<file path="src/rtl/bt656_dec_pkg.sv">
// Shared types, constants and helpers for the BT.656 timing code decoder.
// Assumes an 8-bit stream in which each timing code is FF 00 00 followed by a status byte.
package bt656_dec_pkg;

    typedef enum logic [1:0] {
        PH_CB = 2'd0,
        PH_Y0 = 2'd1,
        PH_CR = 2'd2,
        PH_Y1 = 2'd3
    } phase_e;

    typedef struct packed {
        logic fld;
        logic vbl;
        logic eav;
    } status_t;

    localparam logic [7:0] FILL_CHROMA = 8'h80;
    localparam logic [7:0] FILL_LUMA   = 8'h10;
    localparam logic [7:0] PRE_HI      = 8'hFF;
    localparam logic [7:0] PRE_LO      = 8'h00;

    // True when the status byte has its marker bit set and consistent protection bits
    function automatic logic status_ok(input logic [7:0] xy);
        logic f, v, h;
        f = xy[6];
        v = xy[5];
        h = xy[4];
        return xy[7]
            && (xy[3] == (v ^ h))
            && (xy[2] == (f ^ h))
            && (xy[1] == (f ^ v))
            && (xy[0] == (f ^ v ^ h));
    endfunction

    // Extracts the three flags from a status byte
    function automatic status_t status_fields(input logic [7:0] xy);
        status_t s;
        s.fld = xy[6];
        s.vbl = xy[5];
        s.eav = xy[4];
        return s;
    endfunction

endpackage

</file>
<file path="src/rtl/bt656_trs_detect.sv">
// Timing reference detector.
// Keeps a short history of the stream. It raises hit_o combinationally in the cycle
// whose input byte is a well-formed status byte preceded by the preamble.
// Assumes the preamble never appears inside picture data.
module bt656_trs_detect
    import bt656_dec_pkg::*;
#(
    parameter int PREAMBLE_LEN = 3
) (
    input  logic       clk,
    input  logic       rst_n,
    input  logic [7:0] pix_i,
    output logic       hit_o,
    output status_t    status_o
);

    logic [7:0]              hist_q [PREAMBLE_LEN];
    logic [PREAMBLE_LEN-1:0] byte_ok;

    // Shift the incoming byte into the preamble history
    always_ff @(posedge clk) begin
        if (!rst_n) begin
            for (int i = 0; i < PREAMBLE_LEN; i++) hist_q[i] <= PRE_LO;
        end else begin
            hist_q[0] <= pix_i;
            for (int i = 1; i < PREAMBLE_LEN; i++) hist_q[i] <= hist_q[i-1];
        end
    end

    // Per-position preamble match: oldest byte is FF, the rest are 00
    generate
        for (genvar g = 0; g < PREAMBLE_LEN; g++) begin : g_match
            if (g == PREAMBLE_LEN - 1) begin : g_hi
                assign byte_ok[g] = (hist_q[g] == PRE_HI);
            end else begin : g_lo
                assign byte_ok[g] = (hist_q[g] == PRE_LO);
            end
        end
    endgenerate

    // Accept the current byte as a status byte when the preamble and protection agree
    always_comb begin
        hit_o    = (&byte_ok) && status_ok(pix_i);
        status_o = status_fields(pix_i);
    end

endmodule

</file>
<file path="src/rtl/bt656_line_timer.sv">
// Line timer.
// Tracks the flags from accepted timing codes and counts bytes since the last code.
// It produces the active-window strobe and sample phase, and checks the active and
// blanking spans against their expected lengths.
// Assumes hit_i/status_i come from the detector for the byte currently on the input.
module bt656_line_timer
    import bt656_dec_pkg::*;
#(
    parameter int ACT_SAMPLES  = 1440,
    parameter int HBLANK_525   = 268,
    parameter int HBLANK_625   = 280,
    parameter int PREAMBLE_LEN = 3
) (
    input  logic       clk,
    input  logic       rst_n,
    input  logic       hit_i,
    input  status_t    status_i,
    input  logic       std_625_i,
    output logic       smp_valid_o,
    output logic [1:0] smp_phase_o,
    output logic       vbl_now_o,
    output logic       valid_o,
    output logic [1:0] phase_o,
    output logic       hblank_o,
    output logic       vblank_o,
    output logic       field_o,
    output logic       act_err_o,
    output logic       blk_err_o
);

    localparam int MAX_SPAN = ACT_SAMPLES + HBLANK_625 + 4 * PREAMBLE_LEN;
    localparam int CNT_W    = $clog2(MAX_SPAN + 1) + 1;
    localparam logic [CNT_W-1:0] CNT_SAT     = {CNT_W{1'b1}};
    localparam logic [CNT_W-1:0] ACT_LIM     = CNT_W'(ACT_SAMPLES);
    localparam logic [CNT_W-1:0] ACT_EXP     = CNT_W'(ACT_SAMPLES + PREAMBLE_LEN);
    localparam logic [CNT_W-1:0] BLK_EXP_525 = CNT_W'(HBLANK_525 + PREAMBLE_LEN);
    localparam logic [CNT_W-1:0] BLK_EXP_625 = CNT_W'(HBLANK_625 + PREAMBLE_LEN);

    logic [CNT_W-1:0] cnt_q;
    logic             in_act_q;
    logic             eav_seen_q;
    logic             hblank_q, vblank_q, field_q;
    logic             act_err_q, blk_err_q;
    logic             valid_q;
    logic [1:0]       phase_q;
    logic [CNT_W-1:0] blk_exp;

    // Window decode for the byte now on the input
    always_comb begin
        smp_valid_o = in_act_q && !hit_i && (cnt_q < ACT_LIM);
        smp_phase_o = cnt_q[1:0];
        blk_exp     = std_625_i ? BLK_EXP_625 : BLK_EXP_525;
    end

    // Bytes since the last accepted code, saturating
    always_ff @(posedge clk) begin
        if (!rst_n)                cnt_q <= '0;
        else if (hit_i)            cnt_q <= '0;
        else if (cnt_q != CNT_SAT) cnt_q <= cnt_q + 1'b1;
    end

    // Flag registers, updated only by accepted codes
    always_ff @(posedge clk) begin
        if (!rst_n) begin
            hblank_q   <= 1'b1;
            vblank_q   <= 1'b1;
            field_q    <= 1'b0;
            in_act_q   <= 1'b0;
            eav_seen_q <= 1'b0;
        end else if (hit_i) begin
            hblank_q   <= status_i.eav;
            vblank_q   <= status_i.vbl;
            field_q    <= status_i.fld;
            in_act_q   <= !status_i.eav;
            eav_seen_q <= status_i.eav;
        end
    end

    // Span length checks at the closing code of each span
    always_ff @(posedge clk) begin
        if (!rst_n) begin
            act_err_q <= 1'b0;
            blk_err_q <= 1'b0;
        end else if (hit_i) begin
            if (status_i.eav && in_act_q)
                act_err_q <= (cnt_q != ACT_EXP);
            if (!status_i.eav && eav_seen_q && !in_act_q)
                blk_err_q <= (cnt_q != blk_exp);
        end
    end

    // Registered strobe and phase aligned with the gated data
    always_ff @(posedge clk) begin
        if (!rst_n) begin
            valid_q <= 1'b0;
            phase_q <= PH_CB;
        end else begin
            valid_q <= smp_valid_o;
            phase_q <= smp_phase_o;
        end
    end

    assign vbl_now_o = vblank_q;
    assign valid_o   = valid_q;
    assign phase_o   = phase_q;
    assign hblank_o  = hblank_q;
    assign vblank_o  = vblank_q;
    assign field_o   = field_q;
    assign act_err_o = act_err_q;
    assign blk_err_o = blk_err_q;

    // flags only move on an accepted code
    assert_flags_hold_R2: assert property (@(posedge clk) disable iff (!rst_n)
        !hit_i |=> ($stable(field_q) && $stable(vblank_q) && $stable(hblank_q)));

    // no active sample during horizontal blanking
    assert_valid_not_hblank_R3: assert property (@(posedge clk) disable iff (!rst_n)
        valid_q |-> !hblank_q);

    // every active window opens on Cb
    assert_phase_start_R4: assert property (@(posedge clk) disable iff (!rst_n)
        $rose(valid_q) |-> (phase_q == PH_CB));

    // phase advances by one per consecutive sample
    assert_phase_step_R4: assert property (@(posedge clk) disable iff (!rst_n)
        (valid_q && $past(valid_q)) |-> (phase_q == 2'($past(phase_q) + 2'd1)));

endmodule

</file>
<file path="src/rtl/bt656_blank_gate.sv">
// Output gate.
// Registers the outgoing byte. It forwards active samples, substitutes blanking fill on
// vertical-interval lines when forwarding is off, and drives luma fill outside the window.
// Assumes smp_valid_i/smp_phase_i/vbl_i describe the byte currently on pix_i.
module bt656_blank_gate
    import bt656_dec_pkg::*;
(
    input  logic       clk,
    input  logic       rst_n,
    input  logic [7:0] pix_i,
    input  logic       smp_valid_i,
    input  logic [1:0] smp_phase_i,
    input  logic       vbl_i,
    input  logic       pass_vbi_i,
    output logic [7:0] data_o
);

    logic [7:0] fill;
    logic [7:0] data_d;
    logic [7:0] data_q;

    // Choose the byte to present for this input
    always_comb begin
        fill = smp_phase_i[0] ? FILL_LUMA : FILL_CHROMA;
        if (!smp_valid_i)             data_d = FILL_LUMA;
        else if (vbl_i && !pass_vbi_i) data_d = fill;
        else                          data_d = pix_i;
    end

    // Output register
    always_ff @(posedge clk) begin
        if (!rst_n) data_q <= FILL_LUMA;
        else        data_q <= data_d;
    end

    assign data_o = data_q;

    // forwarded samples equal the input byte
    assert_pass_through_R5: assert property (@(posedge clk) disable iff (!rst_n)
        (smp_valid_i && (!vbl_i || pass_vbi_i)) |=> (data_q == $past(pix_i)));

    // chroma positions of a suppressed line carry chroma fill
    assert_vbi_chroma_fill_R6: assert property (@(posedge clk) disable iff (!rst_n)
        (smp_valid_i && vbl_i && !pass_vbi_i && !smp_phase_i[0]) |=> (data_q == FILL_CHROMA));

    // luma positions of a suppressed line carry luma fill
    assert_vbi_luma_fill_R6: assert property (@(posedge clk) disable iff (!rst_n)
        (smp_valid_i && vbl_i && !pass_vbi_i && smp_phase_i[0]) |=> (data_q == FILL_LUMA));

    // outside the window the output rests at luma fill
    assert_idle_fill_R8: assert property (@(posedge clk) disable iff (!rst_n)
        !smp_valid_i |=> (data_q == FILL_LUMA));

endmodule

</file>
<file path="src/rtl/bt656_timing_decoder.sv">
// BT.656 timing code decoder, top level.
// Chains the code detector, the line timer and the output gate. All outputs are
// registered and refer to the byte presented one clock earlier.
// Assumes one byte per clock and no preamble pattern inside picture data.
module bt656_timing_decoder
    import bt656_dec_pkg::*;
#(
    parameter int ACT_SAMPLES = 1440,
    parameter int HBLANK_525  = 268,
    parameter int HBLANK_625  = 280
) (
    input  logic       clk,
    input  logic       rst_n,
    input  logic [7:0] pix_i,
    input  logic       std_625_i,
    input  logic       pass_vbi_i,
    output logic [7:0] data_o,
    output logic       valid_o,
    output logic [1:0] phase_o,
    output logic       hblank_o,
    output logic       vblank_o,
    output logic       field_o,
    output logic       act_len_err_o,
    output logic       blank_len_err_o
);

    localparam int PREAMBLE_LEN = 3;

    logic       code_hit;
    status_t    code_status;
    logic       smp_valid;
    logic [1:0] smp_phase;
    logic       vbl_now;

    bt656_trs_detect #(
        .PREAMBLE_LEN(PREAMBLE_LEN)
    ) u_detect (
        .clk     (clk),
        .rst_n   (rst_n),
        .pix_i   (pix_i),
        .hit_o   (code_hit),
        .status_o(code_status)
    );

    bt656_line_timer #(
        .ACT_SAMPLES (ACT_SAMPLES),
        .HBLANK_525  (HBLANK_525),
        .HBLANK_625  (HBLANK_625),
        .PREAMBLE_LEN(PREAMBLE_LEN)
    ) u_timer (
        .clk        (clk),
        .rst_n      (rst_n),
        .hit_i      (code_hit),
        .status_i   (code_status),
        .std_625_i  (std_625_i),
        .smp_valid_o(smp_valid),
        .smp_phase_o(smp_phase),
        .vbl_now_o  (vbl_now),
        .valid_o    (valid_o),
        .phase_o    (phase_o),
        .hblank_o   (hblank_o),
        .vblank_o   (vblank_o),
        .field_o    (field_o),
        .act_err_o  (act_len_err_o),
        .blk_err_o  (blank_len_err_o)
    );

    bt656_blank_gate u_gate (
        .clk        (clk),
        .rst_n      (rst_n),
        .pix_i      (pix_i),
        .smp_valid_i(smp_valid),
        .smp_phase_i(smp_phase),
        .vbl_i      (vbl_now),
        .pass_vbi_i (pass_vbi_i),
        .data_o     (data_o)
    );

endmodule

</file>
<file path="config.mk">
export PLATFORM = sky130hd
export DESIGN_NAME = bt656_timing_decoder
export DESIGN_NICKNAME = d
export VERILOG_FILES = /design/src/rtl/bt656_dec_pkg.sv /design/src/rtl/bt656_trs_detect.sv /design/src/rtl/bt656_line_timer.sv /design/src/rtl/bt656_blank_gate.sv /design/src/rtl/bt656_timing_decoder.sv
export SDC_FILE = /design/constraint.sdc
export NUM_CORES = 1
export LEC_CHECK = 0
export BUFFER_PORTS_ARGS = -buffer_cell sky130_fd_sc_hd__buf_2
export CAP_MARGIN = 10
export CORE_MARGIN = 2
export CORE_UTILIZATION = 40
export CTS_BUF_LIST = sky130_fd_sc_hd__clkbuf_8
export DETAILED_ROUTE_END_ITERATION = 16
export GPL_ROUTABILITY_DRIVEN = 0
export HOLD_SLACK_MARGIN = 0.02
export PLACE_DENSITY = 0.57
export RECOVER_POWER = 100
export SETUP_SLACK_MARGIN = 0.2
export SLEW_MARGIN = 10
export SYNTH_ARGS = -nofsm -noshare
export SYNTH_HDL_FRONTEND = slang
export SYNTH_SLANG_ARGS = --single-unit
</file>
<file path="constraint.sdc">
create_clock -name clk -period 1.8 [get_ports clk]
set_input_delay 0.09 -clock clk [delete_from_list [all_inputs] [get_ports clk]]
set_output_delay 0.09 -clock clk [all_outputs]
set_load 0.02 [all_outputs]
</file>
Word-level counts from Yosys, hierarchy flattened
Memory sizes are Yosys's and may differ from the RTL's.
Cells that the tools add are included.

cells by class
  multiplexer cells = 8
  bitwise logic cells = 8
  $lt $le $gt $ge = 1
  reduce and logical (&&, ||, !) cells = 22
  add/sub/neg operators = 1
  equality and inequality tests = 8

operators with widths
  cell                                                          number
  2-to-1 mux 8 bit                                              5
  zero test 8 bit                                               2
  adder 12 x 1 -> 12 bit, second input constant                 1
  less-than comparator 12 x 11 -> 1 bit, second input constant  1
  inequality test 12 x 11 -> 1 bit, second input constant       1
  inequality test 12 bit                                        1
  inequality test 12 bit, second input constant                 1
  logical AND 1 bit                                             11
  == test 8 bit, second input constant                          1
  AND reduction 2 bit                                           3
  2-to-1 mux 5 bit                                              1
  == test 1 bit                                                 4
  zero test 1 bit                                               4
  XOR 1 bit                                                     4
  OR 1 bit                                                      3
  AND reduction 3 bit                                           1
  2-to-1 mux 1 bit                                              2
  OR reduction 2 bit                                            1
  inverter 1 bit                                                1

word-level totals
  register bits after elaboration = 30
  output and inout bits = 16
  bits of input ports = 12
  memories = 1
  memory bits (writable) = 24
  logic and storage cells = 60

memory list
  memory           depth  bits a word  rd ports  clocked after memory_dff  write ports  line                    text
  u_detect.hist_q  3      8            3         0                         3            bt656_trs_detect.sv:17  logic [7:0] hist_q [PREAMBLE_LEN];

Longest topological paths before layout
Gate-level depths: netlist (run 1).

  depth in word-level cells = 11
  depth in mapped cells = 7
  gate-level depth less buffers = 6

Hierarchy
Synthesis (run 1) repeated with hierarchy kept, for this count alone.

second synthesis, totals
  cell total of the unflattened synthesis = 212
  area, all modules = 2110.8 um^2

modules (own cells, without submodules)
  module            seq. area each (um^2)  cells an instance  times used  area each (um^2)
  bt656_line_timer  440.4                  118                1           1059.8
  bt656_trs_detect  480.5                  72                 1           792.0
  bt656_blank_gate  160.2                  22                 1           259.0

Least setup slack after synthesis (run 1)
OpenSTA, ideal clock, no wires.

  kind = register to register
  start = reg u_timer.cnt_q[0]
  end = reg u_timer.cnt_q[4]
  data required time = 1.685 ns
  setup slack = 0.028 ns
  stages on the path, launching flop included = 8
  data arrival time = 1.657 ns
  library setup time = 0.115 ns
  cells stage by stage = dfxtp_1 ha_1 nand3_2 or4_4 buf_6 nor2b_1 xnor2_1 nor2_1

between the ends
  longest elaborated chain between the ends = 1
  elaborated cells between the ends (all ways) = 2

RTL lines
  item                                                                     line                    text
  start: declaration                                                       bt656_line_timer.sv:39  logic [CNT_W-1:0] cnt_q;
  start signal: assignment                                                 bt656_line_timer.sv:59  else if (cnt_q != CNT_SAT) cnt_q <= cnt_q + 1'b1;
  adder 12 x 1 -> 12 bit / inequality test 12 bit (equally long branches)  bt656_line_timer.sv:59

Several ways; a longest one is shown, not always the timed one.
A chain may end at the register's enable or synchronous reset.

==> results_tabular.tex, run 1 <==
\begin{tabular}{lr}
\hline
Metric & Value \\
\hline
\multicolumn{2}{l}{\textbf{Power}} \\
Ratio of total power to cell area & 870 nW/µm² \\
Highest ir drop seen on vdd & 0.000399 V \\
Leak & 1.02 nW \\
\multicolumn{2}{l}{\textbf{STA}} \\
Worst slew margin & 0.433 \\
Worst Max-Slew Pin Slew & 851 ps \\
Final Cycle Share & 0.897 \\
Final Hold Vio Count & 0 \\
Maximum frequency from static timing analysis & 0.619 GHz \\
Final clock skew & 6.55 ps \\
Tmin final & 1620 ps \\
Total of endpoints with negative setup slack in the final report & 0 \\
TNS Setup & 0 ps \\
Setup repair after global routing missed its margin & true \\
Max Slew Vio Count & 0 \\
\multicolumn{2}{l}{\textbf{Floorplanning}} \\
Number of standard-cell rows in the floorplan & 26 \\
Placeable Area & 5040 µm² \\
Count of pins on the block boundary & 28 \\
Effective utilization at floorplan & 0.410 \\
Die Span Y & 75.9 µm \\
Floorplan die area & about 5800 µm² \\
Die span in x & 75.9 µm \\
\multicolumn{2}{l}{\textbf{Routing}} \\
Remaining design rule violation count & 0 \\
Routed length per instance & 12.8 µm \\
Drt pass-1 iters & 4 \\
Violation count after the first detailed-routing iteration & between 40 and 50 \\
Drt total wl & 4.26 mm \\
Detailed-route via count & 1614 \\
Vias per inst & 4.83 \\
Antenna-violating nets left & 0 \\
\multicolumn{2}{l}{\textbf{Setup path}} \\
Endpoint of the most critical setup path & u\_timer.cnt\_q[11]\$\_SDFFE\_PP0P\_ \\
Launch point of the worst reg-to-reg path & u\_detect.hist\_q[0][12]\$\_SDFF\_PN0\_ \\
Worst r2r dst & u\_timer.cnt\_q[11]\$\_SDFFE\_PP0P\_ \\
Critical path startpoint & u\_detect.hist\_q[0][12]\$\_SDFF\_PN0\_ \\
Startpoint Class & flip-flop \\
CP Class & reg2reg \\
Register-to-Register Setup Slack & around 180 ps \\
Critical path required time & 2000 ps \\
Max FO, Critical Path & 10 \\
Endpoint kind of the worst setup timing path & flip-flop \\
Worst reg-to-reg path cell count & 7 \\
Data arrival time of the critical path & 1820 ps \\
\multicolumn{2}{l}{\textbf{GRT}} \\
Met2 track utilization from global routing & 0.247 \\
GRT overflow & 0 \\
Overall Global Routing Usage & 0.173 \\
Number of antenna violations at the first check in global routing & 0 \\
Most used routing layer & met1 \\
Maximum number of pins on one net before global-route repair & 25 \\
Vias in the first global route & 1571 \\
Met1 track utilization from global routing & 0.256 \\
First-pass GRT wire length & 7.37 mm \\
Met3 Usage GRT & 0.0437 \\
\multicolumn{2}{l}{\textbf{Logic synthesis}} \\
Top\_reg\_cell synth & sky130\_fd\_sc\_hd\_\_dfxtp\_1 \\
Synth Instances & 220 \\
Library cell occupying the most area in the post-synthesis netlist & sky130\_fd\_sc\_hd\_\_dfxtp\_1 \\
FFs w/ async S/R, synth & 0 \\
Count of warnings emitted by yosys & 0 \\
Seq cells post-synth & 54 \\
Most common library cells after synthesis & 54 x sky130\_fd\_sc\_hd\_\_dfxtp\_1, 27 x sky130\_fd\_sc\_hd\_\_and2\_1, 20 x sky130\_fd\_sc\_hd\_\_nor2\_1 \\
Portion of the post-synthesis area used by sequential elements & 0.523 \\
Net Count, Synth & 233 \\
Leading cell type by number of instances after synthesis & sky130\_fd\_sc\_hd\_\_dfxtp\_1 \\
Top-area cell type share of the netlist area & 0.523 \\
Leading cell types by total area after synthesis & sky130\_fd\_sc\_hd\_\_dfxtp\_1 52\%, sky130\_fd\_sc\_hd\_\_and2\_1 8.2\%, sky130\_fd\_sc\_hd\_\_nor2\_1 3.6\%, sky130\_fd\_sc\_hd\_\_nor3\_1 3.4\%, sky130\_fd\_sc\_hd\_\_xor2\_1 3.4\% \\
Number of flops mapped to enable cells by yosys & 0 \\
Post-Syn Area & a little over 2000 µm² \\
Number of different library cells in the post-synthesis netlist & just over 40 \\
Mean Syn Cell Area & 9.40 µm² \\
\multicolumn{2}{l}{\textbf{Status}} \\
Result of the run & completed \\
\multicolumn{2}{l}{\textbf{Layout}} \\
Area growth from synthesis to layout & 24.4\% \\
Diode insertion count for antenna repair & 0 \\
Total number of nets in the final design & 276 \\
Non-filler instance count after layout & 334 \\
Share of layout cells above drive strength 1 & 0.193 \\
\multicolumn{2}{l}{\textbf{Placement}} \\
HPWL after detailed placement & roughly 2.9 mm \\
Buffers on Ports & 27 \\
Placed cells & between 300 and 400 \\
\multicolumn{2}{l}{\textbf{Clock tree}} \\
Max Root-Sink Buffers & 2 \\
Clk\_lat worst skew & 310 ps \\
Number of CTS-inserted buffers & 5 \\
Clock tree from TritonCTS & built \\
Root Driver & sky130\_fd\_sc\_hd\_\_clkbuf\_8 \\
Clk pin slew, worst setup/hold paths & approximately 100 ps \\
H-Tree Depth & 2 \\
CTS sink cnt & 54 \\
\multicolumn{2}{l}{\textbf{Job}} \\
Max-capacitance violation count & 0 \\
\multicolumn{2}{l}{\textbf{Hold path}} \\
Hold Crit Class & in2reg \\
\hline
\end{tabular}
## where the power goes
part	leakage, nW	switching (mW)	total, mW	internal [mW]
Sequential	0.442	0.0184	1.24	1.22
Clock	0.0591	0.411	0.836	0.425
Combinational	0.521	0.0842	0.159	0.0750
Total	1.02	0.514	2.24	1.72
## kinds of logic after synthesis
group,Yosys count,synth area share
AO/OA/AOI/OAI,20,0.0672
XOR/XNOR,11,0.0466
adder cells (fa/ha/maj),1,0.00605
buffers and inverters,17,0.0412
flip-flops,54,0.523
multiplexers,2,0.00969
AND/OR/NAND/NOR,115,0.306
## stage by stage
stage	hold slack, ps	cell area, µm²	setup WS, ps	util	power, mW
final	29.8	2570	185	0.510	2.24
after global routing	34.7	2570	42.2	0.510	2.33
after CTS	20.2	2600	197	0.516	2.26
after detailed placement	344	2310	44.2	0.459	1.40
after global placement	347	2310	82.8	0.459	1.40
after floorplan	208	2090	205	-	1.35
## placed cells by master, fill, tap and decap left out, types with 8 or more instances in the layout
master	n
sky130_fd_sc_hd__and2_0	12
sky130_fd_sc_hd__and2_1	15
sky130_fd_sc_hd__buf_2	10
sky130_fd_sc_hd__buf_4	15
sky130_fd_sc_hd__clkbuf_1	19
sky130_fd_sc_hd__dfxtp_1	51
sky130_fd_sc_hd__nand2_1	18
sky130_fd_sc_hd__nor2_1	20
sky130_fd_sc_hd__nor3_1	13
sky130_fd_sc_hd__xor2_1	8
## routing by layer
metal | share of wire | up-vias | wire [µm]
li1 | - | 842 | -
met1 | 0.50 | 735 | 2120
met2 | 0.44 | 31 | 1900
met3 | 0.042 | 6 | 179
met4 | 0.016 | 0 | 67
met5 | 0 | - | 0
## registers in the layout (all words and copies together), names as in the netlist
signal and count:
u_timer.act_err_o 1, u_timer.field_o 1, u_timer.vbl_now_o 1, u_timer.cnt_q 12, u_timer.in_act_q 1, u_timer.phase_o 2, u_timer.blk_err_o 1, u_detect.hist_q 24
u_gate.data_o 8, u_timer.hblank_o 1, u_timer.valid_o 1, u_timer.eav_seen_q 1
## final cells by class
cell class / instances / area, µm²
Timing Repair Buffer: 49 / 313
Tap cell: 70 / 87.6
Clock inverter: 3 / 47.5
Sequential cell: 54 / 1090
Fill cell: 493 / 2470
Inverter: 4 / 15.0
Clock buffer: 5 / 68.8
Multi-Input combinational cell: 149 / 950
## worst max-delay path, cell delays in order (launching register included)
cell and delay (ps):
sky130_fd_sc_hd__dfxtp_1 320, sky130_fd_sc_hd__or3_1 370, sky130_fd_sc_hd__nor3_2 170, sky130_fd_sc_hd__o211ai_1 160, sky130_fd_sc_hd__o21ai_2 170, sky130_fd_sc_hd__buf_4 150
sky130_fd_sc_hd__buf_12 120, sky130_fd_sc_hd__nor3_1 50
## how the worst min path moves through the flow
stage	from	to	slack, ps	depth (start not counted)
after CTS	pix_i[2]	u_gate.data_o[2]$_SDFF_PP0_	20	3
after global routing	pix_i[0]	u_detect.hist_q[0][0]$_SDFF_PN0_	30	2
after global placement	pix_i[0]	u_detect.hist_q[0][0]$_SDFF_PN0_	350	2
final	pix_i[0]	u_detect.hist_q[0][0]$_SDFF_PN0_	30	2
after detailed placement	pix_i[7]	u_detect.hist_q[0][7]$_SDFF_PN0_	340	2
after floorplan	pix_i[0]	u_gate.data_o[0]$_SDFF_PP0_	210	2
## repair_timing
item / in CTS / in global routing
setup buffers: 11 / 0
cloned: 1 / 0
hold buffers: 2 / 0
pin swaps: 5 / 5
resized for setup: 11 / 2
hold endpoints to repair: 2 / 0
setup endpoints to repair: 27 / 28
(Power assumes the default switching activity.)
==> run 2: changes to the inputs <==
Settings changed: CORE_UTILIZATION 40 to 53, PLACE_DENSITY 0.57 to 0.73.
==> run 2 against run 1 <==
Compared with the run above: core utilization grew 16 points; register-to-register slack lost 40 ps; non-clock buffer count shrank 7; die area shrank 23%; clock power shrank 3.0%.
==> results_tabular.tex, run 2 (synthesized netlist as in run 1, its figures left out) <==
\begin{tabular}{lr}
\hline
Metric & Value \\
\hline
\multicolumn{2}{l}{\textbf{Status}} \\
Result of the run & completed (unchanged) \\
\multicolumn{2}{l}{\textbf{Placement}} \\
Buffers on Ports & 27 (unchanged) \\
HPWL after detailed placement & 2.81 mm (was 2.89 mm) \\
\multicolumn{2}{l}{\textbf{Routing}} \\
Detailed-route via count & 1596 (was 1614) \\
Drt pass-1 iters & 4 (unchanged) \\
Antenna-violating nets left & 0 (unchanged) \\
Remaining design rule violation count & 0 (unchanged) \\
Vias per inst & 5.23 (was 4.83) \\
Drt total wl & 4.17 mm (was 4.26 mm) \\
Routed length per instance & 13.7 µm (was 12.8 µm) \\
Violation count after the first detailed-routing iteration & 54 (was 44) \\
\multicolumn{2}{l}{\textbf{GRT}} \\
Maximum number of pins on one net before global-route repair & 22 (was 25) \\
Number of antenna violations at the first check in global routing & 0 (unchanged) \\
GRT overflow & 0 (unchanged) \\
Vias in the first global route & 1534 (was 1571) \\
First-pass GRT wire length & 6.91 mm (was 7.37 mm) \\
Overall Global Routing Usage & 0.209 (was 0.173) \\
\multicolumn{2}{l}{\textbf{Layout}} \\
Flip-flop count of the largest register after layout & 24 (unchanged) \\
Fin util & 0.667 (was 0.510) \\
Register name with the most flops & u\_detect.hist\_q (unchanged) \\
Total number of nets in the final design & 269 (was 276) \\
Commonest cells after routing, fill and taps aside & 48 x sky130\_fd\_sc\_hd\_\_dfxtp\_1, 20 x sky130\_fd\_sc\_hd\_\_nor2\_1, 19 x sky130\_fd\_sc\_hd\_\_and2\_1, 19 x sky130\_fd\_sc\_hd\_\_clkbuf\_1, 18 x sky130\_fd\_sc\_hd\_\_nand2\_1 (was 51 x sky130\_fd\_sc\_hd\_\_dfxtp\_1, 20 x sky130\_fd\_sc\_hd\_\_nor2\_1, 19 x sky130\_fd\_sc\_hd\_\_clkbuf\_1, 18 x sky130\_fd\_sc\_hd\_\_nand2\_1) \\
Area growth from synthesis to layout & 19.9\% (was 24.4\%) \\
Diode insertion count for antenna repair & 0 (unchanged) \\
Most frequent standard cell in the layout excluding fill and tap cells & sky130\_fd\_sc\_hd\_\_dfxtp\_1 (unchanged) \\
Share of layout cells above drive strength 1 & 0.195 (was 0.193) \\
\multicolumn{2}{l}{\textbf{Setup path}} \\
Critical path startpoint & u\_timer.cnt\_q[1]\$\_SDFFE\_PP0P\_ (was u\_detect.hist\_q[0][12]\$\_SDFF\_PN0\_) \\
Startpoint Class & flip-flop (unchanged) \\
Endpoint kind of the worst setup timing path & flip-flop (unchanged) \\
Data arrival time of the critical path & 1850 ps (was 1820 ps) \\
Max FO, Critical Path & 3 (was 10) \\
CP Class & reg2reg (unchanged) \\
Critical path required time & 1990 ps (was 2000 ps) \\
Launch point of the worst reg-to-reg path & u\_timer.cnt\_q[1]\$\_SDFFE\_PP0P\_ (was u\_detect.hist\_q[0][12]\$\_SDFF\_PN0\_) \\
\multicolumn{2}{l}{\textbf{Clock tree}} \\
Number of CTS-inserted buffers & 5 (unchanged) \\
Clock tree from TritonCTS & built (unchanged) \\
Max Root-Sink Buffers & 2 (unchanged) \\
Root Driver & sky130\_fd\_sc\_hd\_\_clkbuf\_8 (unchanged) \\
Clk pin slew, worst setup/hold paths & 100 ps (about the same) \\
CTS sink cnt & 54 (unchanged) \\
Clk\_lat worst skew & 300 ps (was 310 ps) \\
Hold Buf Count CTS & 0 (was 2) \\
H-Tree Depth & 2 (unchanged) \\
\multicolumn{2}{l}{\textbf{Power}} \\
Fraction of power consumed by the clock network & 0.369 (was 0.374) \\
Internal power component & 1.71 mW (was 1.72 mW) \\
Net switching component of the power & 0.489 mW (was 0.514 mW) \\
Highest ir drop seen on vdd & 0.000643 V (was 0.000399 V) \\
Leak & 0.990 nW (was 1.02 nW) \\
Fraction of power consumed by combinational cells & 0.066 (was 0.071) \\
Ratio of total power to cell area & 888 nW/µm² (was 870 nW/µm²) \\
Total Power & 2.20 mW (was 2.24 mW) \\
Share of total power in sequential cells & 0.565 (was 0.555) \\
Switching power as a share of total power & 0.222 (was 0.230) \\
\multicolumn{2}{l}{\textbf{STA}} \\
Max Slew Vio Count & 0 (unchanged) \\
Worst slew margin & 0.514 (was 0.433) \\
Final clock skew & 7.99 ps (was 6.55 ps) \\
Final Cycle Share & 0.922 (was 0.897) \\
Setup repair after global routing missed its margin & true (unchanged) \\
Final Hold Vio Count & 0 (unchanged) \\
Worst Max-Slew Pin Slew & 729 ps (was 851 ps) \\
Hold\_ws & 28.2 ps (was 29.8 ps) \\
Total of endpoints with negative setup slack in the final report & 0 (unchanged) \\
Maximum frequency from static timing analysis & 0.602 GHz (was 0.619 GHz) \\
Tmin final & 1660 ps (was 1620 ps) \\
TNS Setup & 0 ps (unchanged) \\
\multicolumn{2}{l}{\textbf{Floorplanning}} \\
Count of pins on the block boundary & 28 (unchanged) \\
Effective utilization at floorplan & 0.556 (was 0.410) \\
Die Span Y & 66.5 µm (was 75.9 µm) \\
Number of standard-cell rows in the floorplan & 22 (was 26) \\
Floorplan die area & 4420 µm² (was 5760 µm²) \\
Die span in x & 66.5 µm (was 75.9 µm) \\
Placeable Area & 3720 µm² (was 5040 µm²) \\
\multicolumn{2}{l}{\textbf{Job}} \\
Max-capacitance violation count & 0 (unchanged) \\
\multicolumn{2}{l}{\textbf{Hold path}} \\
Hold Crit Class & in2reg (unchanged) \\
Critical hold path startpoint & pix\_i[1] (was pix\_i[0]) \\
\hline
\end{tabular}
## run 2: changes by cell type in the layout (fill, tap and decap cells not counted), moves of 2 or more
cell,delta
sky130_fd_sc_hd__and2_0,-4
sky130_fd_sc_hd__nor4_2,-2
sky130_fd_sc_hd__and2_1,+4
sky130_fd_sc_hd__buf_4,-3
sky130_fd_sc_hd__dfxtp_1,-3
sky130_fd_sc_hd__dfxtp_2,+4
sky130_fd_sc_hd__dlygate4sd3_1,-2
sky130_fd_sc_hd__nor4_1,+2
## run 2: path summary, 6_finish.rpt
kind / cells after the start / slack [ps] / end
max: 5 / 140 / u_timer.cnt_q[11]$_SDFFE_PP0P_
min: 3 / 30 / u_gate.data_o[1]$_SDFF_PP0_
max reg2reg: 5 / 140 / u_timer.cnt_q[11]$_SDFFE_PP0P_
min reg2reg: 1 / 460 / u_detect.hist_q[0][23]$_SDFF_PN0_
## run 2: critical path, cell delays in order, from the launching register on
cell                      delay, ps
sky130_fd_sc_hd__dfxtp_1        400
sky130_fd_sc_hd__buf_4          140
sky130_fd_sc_hd__nand2_1        100
sky130_fd_sc_hd__or4_4          580
sky130_fd_sc_hd__nor4b_1        260
sky130_fd_sc_hd__nor3_1          70
## run 2: area by class of cell
type / instances / area [µm²]
timing repair buffer: 42 / 231
tap: 48 / 60.1
fill: 314 / 1240
clock buffer: 5 / 68.8
inverter: 4 / 15.0
multi-input combinational: 149 / 963
sequential: 54 / 1090
clock inverter: 3 / 47.5
## run 2: stage by stage
step / area (µm²) / worst slack (ps) / std cells
after global routing: 2480 / 74.1 / 305
after CTS: 2490 / 192 / 305
after floorplan: 2090 / 205 / 220
after detailed placement: 2270 / 88.9 / 288
final: 2480 / 140 / 305
after global placement: 2270 / 138 / 288
## run 2: power groups by stage
stage               Combinational (mW)  Sequential (mW)  Clock (mW)
floorplan                       0.0847             1.27           0
CTS                              0.146             1.24       0.832
global route                     0.166             1.25       0.878
finish                           0.146             1.24       0.811
global placement                 0.126             1.27           0
detailed placement               0.128             1.27           0
## run 2: what timing repair did
| item | 4_1_cts | 5_1_grt |
|---|---|---|
| pin swaps | 4 | 4 |
| buffers inserted | 9 | 0 |
| resized for setup | 12 | 5 |
| endpoints found under the setup margin | 25 | 28 |
## run 2: per-layer routing
layer / global-route usage / vias up / routed length [µm]
met3: 0.0439 / 7 / 111
li1: - / 825 / -
met4: 0.0765 / 0 / 62
met2: 0.384 / 15 / 2260
met5: 0 / - / 0
met1: 0.236 / 749 / 1740
